## src/rtl/pxl_range_pkg.sv

```systemverilog
package pxl_range_pkg;

  localparam int PIX_W = 12;
  localparam int CFG_W = 4;

  typedef enum logic [2:0] {
    FMT_NONE = 3'd0,
    FMT_D8   = 3'd1,
    FMT_D10  = 3'd2,
    FMT_D12  = 3'd3,
    FMT_PROG = 3'd7
  } clampFmt_e;

  typedef struct packed {
    logic             expOn;
    logic             expNarrow;
    logic             clampOn;
    logic [PIX_W-1:0] loBound;
    logic [PIX_W-1:0] hiBound;
  } dpCtrl_t;

  // Black level of a depth (6 + 2*code bits), aligned to PIX_W bits.
  function automatic logic [PIX_W-1:0] limLo(input logic [2:0] code);
    int depth;
    depth = 6 + 2 * int'(code);
    return PIX_W'((16 << (depth - 8)) << (PIX_W - depth));
  endfunction

  // White level of a depth, aligned to PIX_W bits.
  function automatic logic [PIX_W-1:0] limHi(input logic [2:0] code);
    int depth;
    depth = 6 + 2 * int'(code);
    return PIX_W'((235 << (depth - 8)) << (PIX_W - depth));
  endfunction

endpackage

```

## src/rtl/pxl_range_ctrl.sv

```systemverilog
module pxl_range_ctrl
  import pxl_range_pkg::*;
#(
  parameter int W = PIX_W
) (
  input  logic             clk,
  input  logic             rst_n,
  input  logic             cfgExpEn,
  input  logic             cfgExpMode,
  input  logic             cfgClampEn,
  input  logic [2:0]       cfgClampFmt,
  output dpCtrl_t          strobe,
  output logic [CFG_W-1:0] appliedCfg
);

  localparam logic [CFG_W-1:0] CLEARED = '0;

  logic [CFG_W-1:0] reqCfg;
  logic [CFG_W-1:0] appQ;
  logic [2:0]       appFmt;
  logic             fmtLimits;

  assign reqCfg = {cfgClampEn, cfgClampFmt};

  // Clear-then-set: an active setting never moves straight to another one.
  always_ff @(posedge clk or negedge rst_n) begin
    if (!rst_n) begin
      appQ <= CLEARED;
    end else if (reqCfg != appQ) begin
      appQ <= (appQ == CLEARED) ? reqCfg : CLEARED;
    end
  end

  assign appFmt = appQ[2:0];

  always_comb begin
    unique case (appFmt)
      FMT_D8, FMT_D10, FMT_D12: fmtLimits = 1'b1;
      default:                  fmtLimits = 1'b0;
    endcase
  end

  always_comb begin
    strobe.expOn     = cfgExpEn;
    strobe.expNarrow = cfgExpMode;
    strobe.clampOn   = appQ[3] & fmtLimits;
    strobe.loBound   = fmtLimits ? limLo(appFmt) : '0;
    strobe.hiBound   = fmtLimits ? limHi(appFmt) : '1;
  end

  assign appliedCfg = appQ;

endmodule

```

## src/rtl/pxl_range_dp.sv

```systemverilog
module pxl_range_dp
  import pxl_range_pkg::*;
#(
  parameter int W  = PIX_W,
  parameter int NC = 3
) (
  input  logic          clk,
  input  logic          rst_n,
  input  logic          inValid,
  input  logic [NC*W-1:0] inPix,
  input  dpCtrl_t       strobe,
  output logic          outValid,
  output logic [NC*W-1:0] outPix
);

  localparam int TEN_DROP   = 2;
  localparam int EIGHT_DROP = 4;

  always_ff @(posedge clk or negedge rst_n) begin
    if (!rst_n) outValid <= 1'b0;
    else        outValid <= inValid;
  end

  for (genvar ch = 0; ch < NC; ch++) begin : g_chan
    logic [W-1:0]            rawV;
    logic [W-TEN_DROP-1:0]   tenV;
    logic [W-EIGHT_DROP-1:0] eightV;
    logic [W-1:0]            expV;
    logic [W-1:0]            limV;
    logic [W-1:0]            pixQ;

    assign rawV   = inPix[ch*W +: W];
    assign tenV   = rawV[W-1:TEN_DROP];
    assign eightV = rawV[W-1:EIGHT_DROP];

    // Fill vacated low bits from the component's own top bits.
    always_comb begin
      if (!strobe.expOn)         expV = rawV;
      else if (strobe.expNarrow) expV = {eightV, eightV[W-EIGHT_DROP-1 -: EIGHT_DROP]};
      else                       expV = {tenV, tenV[W-TEN_DROP-1 -: TEN_DROP]};
    end

    always_comb begin
      if (!strobe.clampOn)              limV = expV;
      else if (expV < strobe.loBound)   limV = strobe.loBound;
      else if (expV > strobe.hiBound)   limV = strobe.hiBound;
      else                              limV = expV;
    end

    always_ff @(posedge clk or negedge rst_n) begin
      if (!rst_n)       pixQ <= '0;
      else if (inValid) pixQ <= limV;
    end

    assign outPix[ch*W +: W] = pixQ;
  end

endmodule

```

## src/rtl/pxl_range_stage.sv

```systemverilog
module pxl_range_stage
  import pxl_range_pkg::*;
(
  input  logic             clk,
  input  logic             rst_n,
  input  logic             inValid,
  input  logic [PIX_W-1:0] inR,
  input  logic [PIX_W-1:0] inG,
  input  logic [PIX_W-1:0] inB,
  input  logic             cfgExpEn,
  input  logic             cfgExpMode,
  input  logic             cfgClampEn,
  input  logic [2:0]       cfgClampFmt,
  output logic             outValid,
  output logic [PIX_W-1:0] outR,
  output logic [PIX_W-1:0] outG,
  output logic [PIX_W-1:0] outB
);

  dpCtrl_t            strobe;
  logic [CFG_W-1:0]   appliedCfg;
  logic [3*PIX_W-1:0] pixOut;

  pxl_range_ctrl #(.W(PIX_W)) u_ctrl (
    .clk         (clk),
    .rst_n       (rst_n),
    .cfgExpEn    (cfgExpEn),
    .cfgExpMode  (cfgExpMode),
    .cfgClampEn  (cfgClampEn),
    .cfgClampFmt (cfgClampFmt),
    .strobe      (strobe),
    .appliedCfg  (appliedCfg)
  );

  pxl_range_dp #(.W(PIX_W), .NC(3)) u_dp (
    .clk      (clk),
    .rst_n    (rst_n),
    .inValid  (inValid),
    .inPix    ({inR, inG, inB}),
    .strobe   (strobe),
    .outValid (outValid),
    .outPix   (pixOut)
  );

  assign {outR, outG, outB} = pixOut;

endmodule

```

## config.mk

```make
export PLATFORM = sky130hd
export DESIGN_NAME = pxl_range_stage
export DESIGN_NICKNAME = d
export VERILOG_FILES = /design/src/rtl/pxl_range_pkg.sv /design/src/rtl/pxl_range_ctrl.sv /design/src/rtl/pxl_range_dp.sv /design/src/rtl/pxl_range_stage.sv
export SDC_FILE = /design/constraint.sdc
export NUM_CORES = 1
export LEC_CHECK = 0
export BUFFER_PORTS_ARGS = -buffer_cell sky130_fd_sc_hd__buf_2
export CORE_MARGIN = 2
export CORE_UTILIZATION = 35
export CTS_BUF_LIST = sky130_fd_sc_hd__clkbuf_4 sky130_fd_sc_hd__clkbuf_8
export CTS_CLUSTER_DIAMETER = 40
export DETAILED_ROUTE_END_ITERATION = 8
export SLEW_MARGIN = 5
export SYNTH_ARGS = -nofsm -noshare
export SYNTH_HDL_FRONTEND = slang
export SYNTH_HIERARCHICAL = 1
export SYNTH_SLANG_ARGS = --single-unit
```

## constraint.sdc

```tcl
create_clock -name clk -period 4.6 [get_ports clk]
set_clock_uncertainty 0.1 [all_clocks]
set_input_delay 0.46 -clock clk [delete_from_list [all_inputs] [get_ports clk]]
set_output_delay 0.46 -clock clk [all_outputs]
set_load 0.02 [all_outputs]
```

=== Yosys cells after proc, flatten, opt, wreduce, memory -nomap -nowiden ===
Cells that the tools add are included.

* Bits of input ports: 45
* Output and inout bits: 37
* Word-level logic and storage cells: 44
* Register bits after elaboration: 41

* Eq/ne operators: 4
* Magnitude comparators: 6
* Add/sub/neg operators: 3
* Bitwise operators: 1
* Multiplexer cells: 19
* Shifts and indexed selects: 4
* Reduce and logical (&&, ||, !) cells: 2

{| class="wikitable"
|+ Operators with widths
! cell !! count
|-
| 2-to-1 mux 12 bit || 11
|-
| left shift 32 x 32 -> 12 bit || 2
|-
| > comparator 12 bit || 3
|-
| < comparator 12 bit || 3
|-
| left shift 5 x 32 -> 32 bit, first input constant || 1
|-
| left shift 8 x 32 -> 32 bit, first input constant || 1
|-
| subtractor 32 x 5 -> 32 bit, second input constant || 1
|-
| subtractor 5 x 32 -> 32 bit, first input constant || 1
|-
| 2-to-1 mux 4 bit || 7
|-
| == test 3 x 2 -> 1 bit, second input constant || 2
|-
| adder 3 x 4 -> 5 bit, first input constant || 1
|-
| logical NOT 4 bit || 1
|-
| inequality test 4 bit || 1
|-
| == test 3 x 1 -> 1 bit, second input constant || 1
|-
| OR reduction 3 bit || 1
|-
| bitwise AND 1 bit || 1
|-
| 2-to-1 mux 1 bit || 1
|}

=== Longest topological paths before layout ===
Gate-level depths: netlist of the first run.

* Word-level depth: 9
* Gate-level depth with buffers: 18
* Depth with buffers taken out: 17

=== Modules after synthesis ===
Netlist of the first run, hierarchy kept.

{| class="wikitable"
|+ By module, submodules not included
! module !! sequential area each (um2) !! times used !! cells an instance !! area an instance (um2)
|-
| pxl_range_dp || 925.9 || 1 || 460 || 4020.1
|-
| pxl_range_ctrl || 100.1 || 1 || 78 || 634.4
|}

=== Least setup slack after synthesis of the first run ===
OpenSTA, ideal clock, no wires.

* Kind: reg2reg
* Start point: register u_ctrl.appQ[0] (netlist: u_ctrl/appliedCfg[0])
* End point: register u_dp.g_chan[2].pixQ[11]
* Stages on the path, launching flop included: 19
* Arrival time: 3815 ps
* Library setup time: 94 ps
* Buffers on the path: 1
* Required time: 4406 ps
* Setup slack: 591 ps
* Period minus slack after synthesis: 4009 ps
* Cell sequence: dfrtp_1 inv_2 ha_1 xnor2_1 inv_1 ha_1 nor2_1 o31ai_1 a211oi_1 o21ai_0 inv_1 ha_1 a21oi_1 o21ai_0 a2111oi_0 a21oi_1 buf_2 mux2i_1 a221oi_2

{| class="wikitable"
|+ RTL lines
! item !! RTL line !! source
|-
| from (decl) || pxl_range_ctrl.sv:19 || <nowiki>logic [CFG_W-1:0] appQ;</nowiki>
|-
| from (signal assigned) || pxl_range_ctrl.sv:30 || <nowiki>appQ <= (appQ == CLEARED) ? reqCfg : CLEARED;</nowiki>
|-
| to (signal assigned) || pxl_range_dp.sv:52 || <nowiki>else if (inValid) pixQ <= limV;</nowiki>
|-
| to (decl) || pxl_range_dp.sv:30 || <nowiki>logic [W-1:0] pixQ;</nowiki>
|}

==> out/qor.log, run 1 <==
[routing] DRC violation total after the first TritonRoute iteration 357
[floorplan] std cell rows 42
[power] clock power share 12.1%
[timing] Final Hold Fails 0
[power] worst IR drop on VDD 0.247 mV
[synthesis] gate count of the mapped netlist 538
[power] Gate power share 71.0%
[floorplan] io pins 82
[power] total net switching power 1540 uW
[setup_path] largest driver fanout on the critical path 8
[global_routing] via count of the first global-routing pass 4454
[synthesis] top cell types by occurrence after synthesis sky130_fd_sc_hd__ha_1 (78), sky130_fd_sc_hd__inv_1 (47), sky130_fd_sc_hd__mux2i_1 (47), sky130_fd_sc_hd__nor2_1 (46), sky130_fd_sc_hd__dfrtp_1 (41)
[synthesis] top cell type by total area after synthesis sky130_fd_sc_hd__dfrtp_1
[finish] FILL cells 1346
[power] leakage power figure 0.00261 uW
[finish] synthesis-to-layout area growth 15.9%
[clock_network] clock-pin slew on the worst setup and hold paths 0.09 ns
[power] Power, Total 3080 uW
[synthesis] warning count from the yosys run 6
[clock_network] Post-CTS Setup Bufs 0
[finish] final-stage net count 741
[synthesis] adder-cell share of the synthesized area 21.0%
[synthesis] EDFF count, synth 0
[floorplan] die height 119 um
[placed_design] port buffer count 81
[clock_network] count of H-tree levels built during CTS 2
[finish] fraction of the core area covered by cells at the end of the flow 41.1%
[worst_hold_path] type of the most critical hold path in2async
[routing] count of vias placed by the detailed router 4532
[timing] setup TNS after final layout 0 ns
[synthesis] compound-cell area share of the yosys netlist 23.4%
[routing] residual antenna-violating net count after detailed routing 0
[timing] final count of negative-setup-slack endpoints 0
[synthesis] fraction of synthesized area in multiplexers 10.6%
[timing] Hold Worst Slack 0.188 ns
[clock_network] CTS tree done
[synthesis] async set-or-reset flop fraction in the synthesized netlist 100%
[placed_design] HPWL after detailed placement 12200 um
[power] switching power share of the total 50.1%
[timing] Max Clock Freq 229 MHz
[global_routing] GRT Util Overall 23.0%
[placed_design] routability-driven placement congestion ratio 0.910
[floorplan] initial cell density of the core 35.4%
[clock_network] total number of clock tree sinks 41
[synthesis] main flop type after synthesis sky130_fd_sc_hd__dfrtp_1
[run] MaxCap Viol Count 0
[clock_network] number of buffers on the longest clock path 2
[global_routing] largest net degree at the start of global routing 58
[timing] actual slew at the worst max-slew pin 1.02 ns
[power] internal power consumption 1530 uW
[timing] worst rel slew slack 32.0%
[global_routing] first-pass GRT wire length 25200 um
[synthesis] basic-gate share of the synthesized area counting and, or, nand and nor cells 13.1%
[power] power per standard cell area 570 mW/mm^2
[synthesis] flops & latches, synth 41
[global_routing] global route overflow 0
[setup_path] Crit Path Class reg2reg
[run_status] result of the run finished, final reports clean
[power] Sequential Power Share 16.9%
[finish] layout cell share with drive strength beyond 1 21.6%
[setup_path] type of element capturing the critical path flop
[synthesis] XOR/XNOR Fraction of Synth Area 0.941%
[global_routing] antenna violations before repair 0
[finish] antenna cell count 0
[routing] DRT Pass-1 Iters 5
[synthesis] synthesized area divided by synthesized cell count 8.65 um^2
[setup_path] CP Data Arrival Time 4.50 ns
[synthesis] post-synth top area share 22.0%
[setup_path] required time of the critical path 4.72 ns
[routing] remaining routing DRC violations 0
[clock_network] root cell of the clock tree sky130_fd_sc_hd__clkbuf_8
[routing] WL/cell 20.0 um
[synthesis] main combinational cell family by area after synthesis compound AO/OA/AOI/OAI gates
[timing] post-route fraction of the period consumed by the critical path 95.0%
[finish] final std cell area, no fill 0.00540 mm^2
[timing] Tmin final 4.37 ns
[placed_design] area after detailed placement 0.00524 mm^2
[synthesis] fraction of the yosys area taken by sequential cells 22.0%
[floorplan] Die Width 119 um
[timing] count of final max-slew check failures 0
[clock_network] clock latency on the worst-skew pair 0.33 ns
[floorplan] die area 0.0142 mm^2
[setup_path] kind of launch point of the worst setup path flop
[routing] via/cell ratio 5.70
[clock_network] number of buffers inserted during clock tree synthesis 5
[routing] Routed Wire Length 15900 um
[synthesis] most area-consuming cells after synthesis sky130_fd_sc_hd__dfrtp_1 (22%), sky130_fd_sc_hd__ha_1 (21%), sky130_fd_sc_hd__mux2i_1 (10%)
[floorplan] area of the core region 0.0131 mm^2
[synthesis] distinct cell type count of the synthesized netlist 51
[synthesis] Synth Cell Area 0.00465 mm^2
[synthesis] top-count cell post-synth sky130_fd_sc_hd__ha_1
[metrics by stage]
| step | instances | worst slack [ns] |
|---|---|---|
| after floorplan | 548 | 0.591 |
| after global placement | 787 | 0.278 |
| after detailed placement | 787 | 0.0876 |
| after CTS | 795 | 0.0589 |
| after global routing | 795 | -0.0398 |
| final | 795 | 0.230 |
[layout make-up]
cell class / count / area, um^2 / area share, %
clock inverters: 3 / 65.1 / 1.21
inverters: 48 / 180 / 3.34
clock buffers: 5 / 68.8 / 1.28
well taps: 176 / 220 / 4.08
multi-input cells: 421 / 3280 / 60.8
flip-flops and latches: 41 / 1030 / 19.0
repair buffers: 101 / 556 / 10.3
[flip-flops by register name (all words and copies together), names as in the netlist]
| register | cells |
|---|---|
| u_dp/outValid | 1 |
| u_dp/g_chan.pixQ | 36 |
| u_ctrl/appliedCfg | 4 |
[path summary, 6_finish.rpt]
path / start / endpoint / slack [ns] / depth (start not counted)
worst max-delay path: u_ctrl/appliedCfg[0] / u_dp/g_chan[2].pixQ[3] / 0.23 / 18
worst min-delay path: rst_n / u_dp/g_chan[1].pixQ[0] / 0.19 / 1
worst max register to register: u_ctrl/appliedCfg[0] / u_dp/g_chan[2].pixQ[3] / 0.23 / 18
worst min register to register: u_dp/g_chan[1].pixQ[7] / u_dp/g_chan[1].pixQ[7] / 0.50 / 2
max in group asynchronous: rst_n / u_ctrl/appliedCfg[0] / 3.51 / 1
min in group clk: cfgClampFmt[2] / u_ctrl/appliedCfg[2] / 0.27 / 2
[critical path, cell delays in order, from the launching register on]
cell                        delay (ns)
sky130_fd_sc_hd__dfrtp_2          0.48
sky130_fd_sc_hd__inv_2            0.14
sky130_fd_sc_hd__ha_2             0.26
sky130_fd_sc_hd__xnor2_2          0.15
sky130_fd_sc_hd__inv_1            0.10
sky130_fd_sc_hd__ha_1             0.23
sky130_fd_sc_hd__nor2_1           0.17
sky130_fd_sc_hd__nor4_1           0.09
sky130_fd_sc_hd__o21ai_1          0.15
sky130_fd_sc_hd__or3b_2           0.57
sky130_fd_sc_hd__inv_1            0.16
sky130_fd_sc_hd__ha_1             0.26
sky130_fd_sc_hd__a21oi_1          0.14
sky130_fd_sc_hd__nor2_1           0.06
sky130_fd_sc_hd__a2111oi_1        0.39
sky130_fd_sc_hd__a21oi_1          0.16
sky130_fd_sc_hd__buf_4            0.20
sky130_fd_sc_hd__mux2i_1          0.12
sky130_fd_sc_hd__a221o_1          0.34
[power by group through the flow]
stage	clock [uW]	combinational [uW]	sequential (uW)
after floorplan	0	1420	608
after global routing	395	2410	535
after CTS	387	2120	519
after global placement	0	2070	522
after detailed placement	0	2110	525
final	372	2180	520
[logic make-up after synthesis]
kind of cell               Yosys count
other                                1
DFF                                 41
buffers and inverters               86
and+or+nand+nor                    129
adders and majority gates           78
AOI/OAI and AO/OA                  149
xor gates and xnor gates             5
muxes                               49
[placed cells by master, fill, tap and decap left out, types with 8 or more instances in the layout]
cell and instances:
sky130_fd_sc_hd__inv_1 47, sky130_fd_sc_hd__buf_2 81, sky130_fd_sc_hd__ha_1 77, sky130_fd_sc_hd__nand4_1 13, sky130_fd_sc_hd__o22ai_1 12, sky130_fd_sc_hd__a21o_1 10
sky130_fd_sc_hd__buf_4 20, sky130_fd_sc_hd__a221oi_1 22, sky130_fd_sc_hd__conb_1 11, sky130_fd_sc_hd__a21oi_1 25, sky130_fd_sc_hd__a221oi_2 10, sky130_fd_sc_hd__mux2i_1 47
sky130_fd_sc_hd__dfrtp_1 40, sky130_fd_sc_hd__o21ai_0 37, sky130_fd_sc_hd__nor2_1 45, sky130_fd_sc_hd__nand2_1 40, sky130_fd_sc_hd__a221o_1 8
[per-layer routing]
metal | vias to the layer above | wire [um] | part of all wire, % | GRT usage (%)
met5 | - | 0 | 0 | 0
met4 | 0 | 345 | 2.2 | 7.65
met3 | 23 | 1070 | 6.7 | 3.54
met2 | 174 | 7300 | 46 | 36.1
met1 | 2195 | 7150 | 45 | 32.1
li1 | 2140 | - | - | -
[timing repair]
item,CTS,global route
hold buffers,0,0
gates resized for setup,0,9
setup endpoints to repair,0,36
(Power assumes the default switching activity.)
==> inputs of run 2 (changes only) <==
--- a/config.mk
+++ b/config.mk
@@ -13,2 +13,3 @@
 export DETAILED_ROUTE_END_ITERATION = 8
+export PLACE_DENSITY = 0.51
 export SLEW_MARGIN = 5
==> constraint.sdc (replaced) <==
create_clock -name clk -period 4.6 [get_ports clk]
set_clock_uncertainty 0.1 [all_clocks]
set_input_delay 0.69 -clock clk [delete_from_list [all_inputs] [get_ports clk]]
set_output_delay 0.69 -clock clk [all_outputs]
set_load 0.02 [all_outputs]
==> run 2 against run 1 <==
Compared with the run above:
- sequential share of layout area down 0.24 points
- worst setup slack better by 0.084 ns
- fmax up 2.0%
- sequential power about the same
- utilization up 0.53 points
==> out/qor.log, run 2 (synthesis results as in run 1) <==
[timing] Max Clock Freq 233 MHz [+2.0%]
[setup_path] largest driver fanout on the critical path 8 [unchanged]
[clock_network] total number of clock tree sinks 41 [unchanged]
[timing] Final Hold Fails 0 [unchanged]
[placed_design] HPWL after detailed placement 12600 um [+3.7%]
[clock_network] root cell of the clock tree sky130_fd_sc_hd__clkbuf_8
[placed_design] area after detailed placement 0.00527 mm^2 [+0.67%]
[setup_path] kind of launch point of the worst setup path flop
[floorplan] die height 119 um [unchanged]
[floorplan] Die Width 119 um [unchanged]
[placed_design] routability-driven placement congestion ratio 0.919 [+0.96%]
[setup_path] slack of the worst reg-to-reg path 0.31 ns [+0.08 ns]
[floorplan] initial cell density of the core 35.4% [unchanged]
[power] clock power share 10.4% [-1.7 points]
[global_routing] M3 GR Usage 3.40% [-0.14 points]
[routing] residual antenna-violating net count after detailed routing 0 [unchanged]
[run_status] result of the run finished, final reports clean
[global_routing] most used routing layer in global routing met2
[global_routing] via count of the first global-routing pass 4445 [-0.20%]
[setup_path] number of cells on the worst reg-to-reg path 18 [unchanged]
[finish] max reg flops 36 [unchanged]
[clock_network] count of H-tree levels built during CTS 2 [unchanged]
[setup_path] category of cells accounting for the largest share of critical-path delay compound AO/OA/AOI/OAI gates
[timing] Tmin final 4.29 ns [-0.0836 ns]
[floorplan] die area 0.0142 mm^2 [unchanged]
[power] power per standard cell area 577 mW/mm^2 [+1.3%]
[global_routing] global route overflow 0 [unchanged]
[finish] synthesis-to-layout area growth 17.4%
[finish] most frequent standard cell in the layout excluding fill and tap cells sky130_fd_sc_hd__buf_2
[finish] final-stage net count 744 [+0.40%]
[timing] final count of negative-setup-slack endpoints 0 [unchanged]
[power] leakage power figure 0.00262 uW [+0.54%]
[routing] WL/cell 20.3 um [+1.9%]
[clock_network] number of buffers on the longest clock path 2 [unchanged]
[timing] setup TNS after final layout 0 ns [unchanged]
[setup_path] ordered list of cells on the worst path inv_2 > ha_4 > xnor2_2 > inv_1 > ha_1 > nor2_2 > nor4_4 > o21ai_2 > or3b_2 > inv_1 > ha_1 > nand2_1 > o21ai_0 > a2111oi_2 > a21oi_4 > buf_4 > mux2i_1 > a221oi_2
[timing] post-route fraction of the period consumed by the critical path 93.2% [-1.8 points]
[floorplan] std cell rows 42 [unchanged]
[floorplan] area of the core region 0.0131 mm^2 [unchanged]
[finish] Multi-input gate area 0.00332 mm^2 [+1.4%]
[clock_network] clock-pin slew on the worst setup and hold paths 0.08 ns [about the same]
[setup_path] CP Data Arrival Time 4.42 ns [-0.08 ns]
[power] Sequential Power Share 16.4% [-0.5 points]
[power] total net switching power 1600 uW [+3.9%]
[power] worst IR drop on VDD 0.354 mV [+43%]
[worst_hold_path] type of the most critical hold path in2async
[finish] fraction of the core area covered by cells at the end of the flow 41.6% [+0.53 points]
[setup_path] Critical Path Slowest Stage Cell sky130_fd_sc_hd__or3b_2
[power] switching power share of the total 50.7% [+0.59 points]
[global_routing] largest net degree at the start of global routing 42 [-28%]
[timing] count of final max-slew check failures 0 [unchanged]
[finish] final std cell area, no fill 0.00547 mm^2 [+1.3%]
[clock_network] clock latency on the worst-skew pair 0.32 ns [about the same]
[setup_path] type of element capturing the critical path flop
[clock_network] number of buffers inserted during clock tree synthesis 5 [unchanged]
[finish] fin cells 798 [+0.38%]
[power] Gate power share 73.2% [+2.2 points]
[finish] combined flip-flop and latch cell area 0.00103 mm^2 [unchanged]
[setup_path] Levels on crit path 18 [unchanged]
[finish] Largest Register u_dp/g_chan.pixQ
[timing] worst rel slew slack 31.5% [-0.56 points]
[setup_path] buffers plus inverters on the worst setup path 4 [unchanged]
[clock_network] CTS tree done
[global_routing] first-pass GRT wire length 25300 um [+0.58%]
[routing] DRC violation total after the first TritonRoute iteration 314 [-12%]
[power] internal power consumption 1560 uW [+1.4%]
[timing] actual slew at the worst max-slew pin 1.03 ns [+0.00839 ns]
[routing] Routed Wire Length 16200 um [+2.3%]
[setup_path] required time of the critical path 4.73 ns [about the same]
[global_routing] fraction of met1 tracks used by global routing 30.9% [-1.3 points]
[clock_network] Post-CTS Setup Bufs 0 [unchanged]
[finish] most used cells in the layout excluding fill and tap cells sky130_fd_sc_hd__buf_2 (81), sky130_fd_sc_hd__ha_1 (77), sky130_fd_sc_hd__inv_1 (47), sky130_fd_sc_hd__mux2i_1 (47), sky130_fd_sc_hd__nor2_1 (45)
[global_routing] met2 track demand over resource in global routing 38.8% [+2.7 points]
[placed_design] # placed instances 790 [+0.38%]
[power] Power, Total 3160 uW [+2.7%]
[routing] DRT Pass-1 Iters 5 [unchanged]
[routing] remaining routing DRC violations 0 [unchanged]
[finish] layout cell share with drive strength beyond 1 22.8% [+1.2 points]
[setup_path] Crit Path Class reg2reg
[floorplan] io pins 82 [unchanged]
[run] MaxCap Viol Count 0 [unchanged]
[finish] FILL cells 1350 [+0.30%]
[clock_network] hold buffers post-CTS 0 [unchanged]
[routing] count of vias placed by the detailed router 4467 [-1.4%]
[finish] antenna cell count 0 [unchanged]
[global_routing] antenna violations before repair 0 [unchanged]
[routing] via/cell ratio 5.60 [-1.8%]
[setup_path] Critical Path Max Stage Delay 0.54 ns [-0.03 ns]
[global_routing] GRT Util Overall 23.1% [+0.13 points]
[placed_design] port buffer count 81 [unchanged]
[run 2: timing repair]
| item | 4_1_cts | 5_1_grt |
|---|---|---|
| gates resized for setup | 3 | 14 |
| endpoints found under the setup margin | 12 | 36 |
| pin swaps | 0 | 1 |
[run 2: power by group through the flow]
stage / logic (uW) / registers (uW) / clock network, uW
after floorplan: 1420 / 608 / 0
after global placement: 2090 / 521 / 0
after detailed placement: 2140 / 525 / 0
after CTS: 2160 / 518 / 337
after global routing: 2530 / 531 / 351
final: 2310 / 519 / 328
[run 2: final cells by class]
class,instances,area share [%]
multi-input combinational,421,60.8
tap,176,4.03
timing repair buffer,104,10.9
clock buffer,7,1.65
clock inverter,1,0.549
sequential,41,18.8
inverter,48,3.30
[run 2: final timing paths]
check                                    endpoint            startpoint
max                        u_dp/g_chan[2].pixQ[5]  u_ctrl/appliedCfg[0]
min                        u_dp/g_chan[1].pixQ[2]                 rst_n
max reg2reg                u_dp/g_chan[2].pixQ[5]  u_ctrl/appliedCfg[0]
min reg2reg                  u_ctrl/appliedCfg[3]  u_ctrl/appliedCfg[3]
max in group asynchronous    u_ctrl/appliedCfg[0]                 rst_n
min in group clk             u_ctrl/appliedCfg[3]  u_ctrl/appliedCfg[3]
[run 2: metrics by stage]
step	hold slack, ns	setup WS [ns]
5_1_grt	0.506	-0.0480
6_report	0.419	0.313
2_1_floorplan	0.294	0.591
4_1_cts	0.477	0.0214
3_3_place_gp	0.479	0.191
3_5_place_dp	0.492	-0.0781
[run 2: metal layers]
layer  up-vias  routed length [um]
met5         -                   0
met4         0                 272
met3        17                1080
met2       165                7650
met1      2144                7230
li1       2141                   -
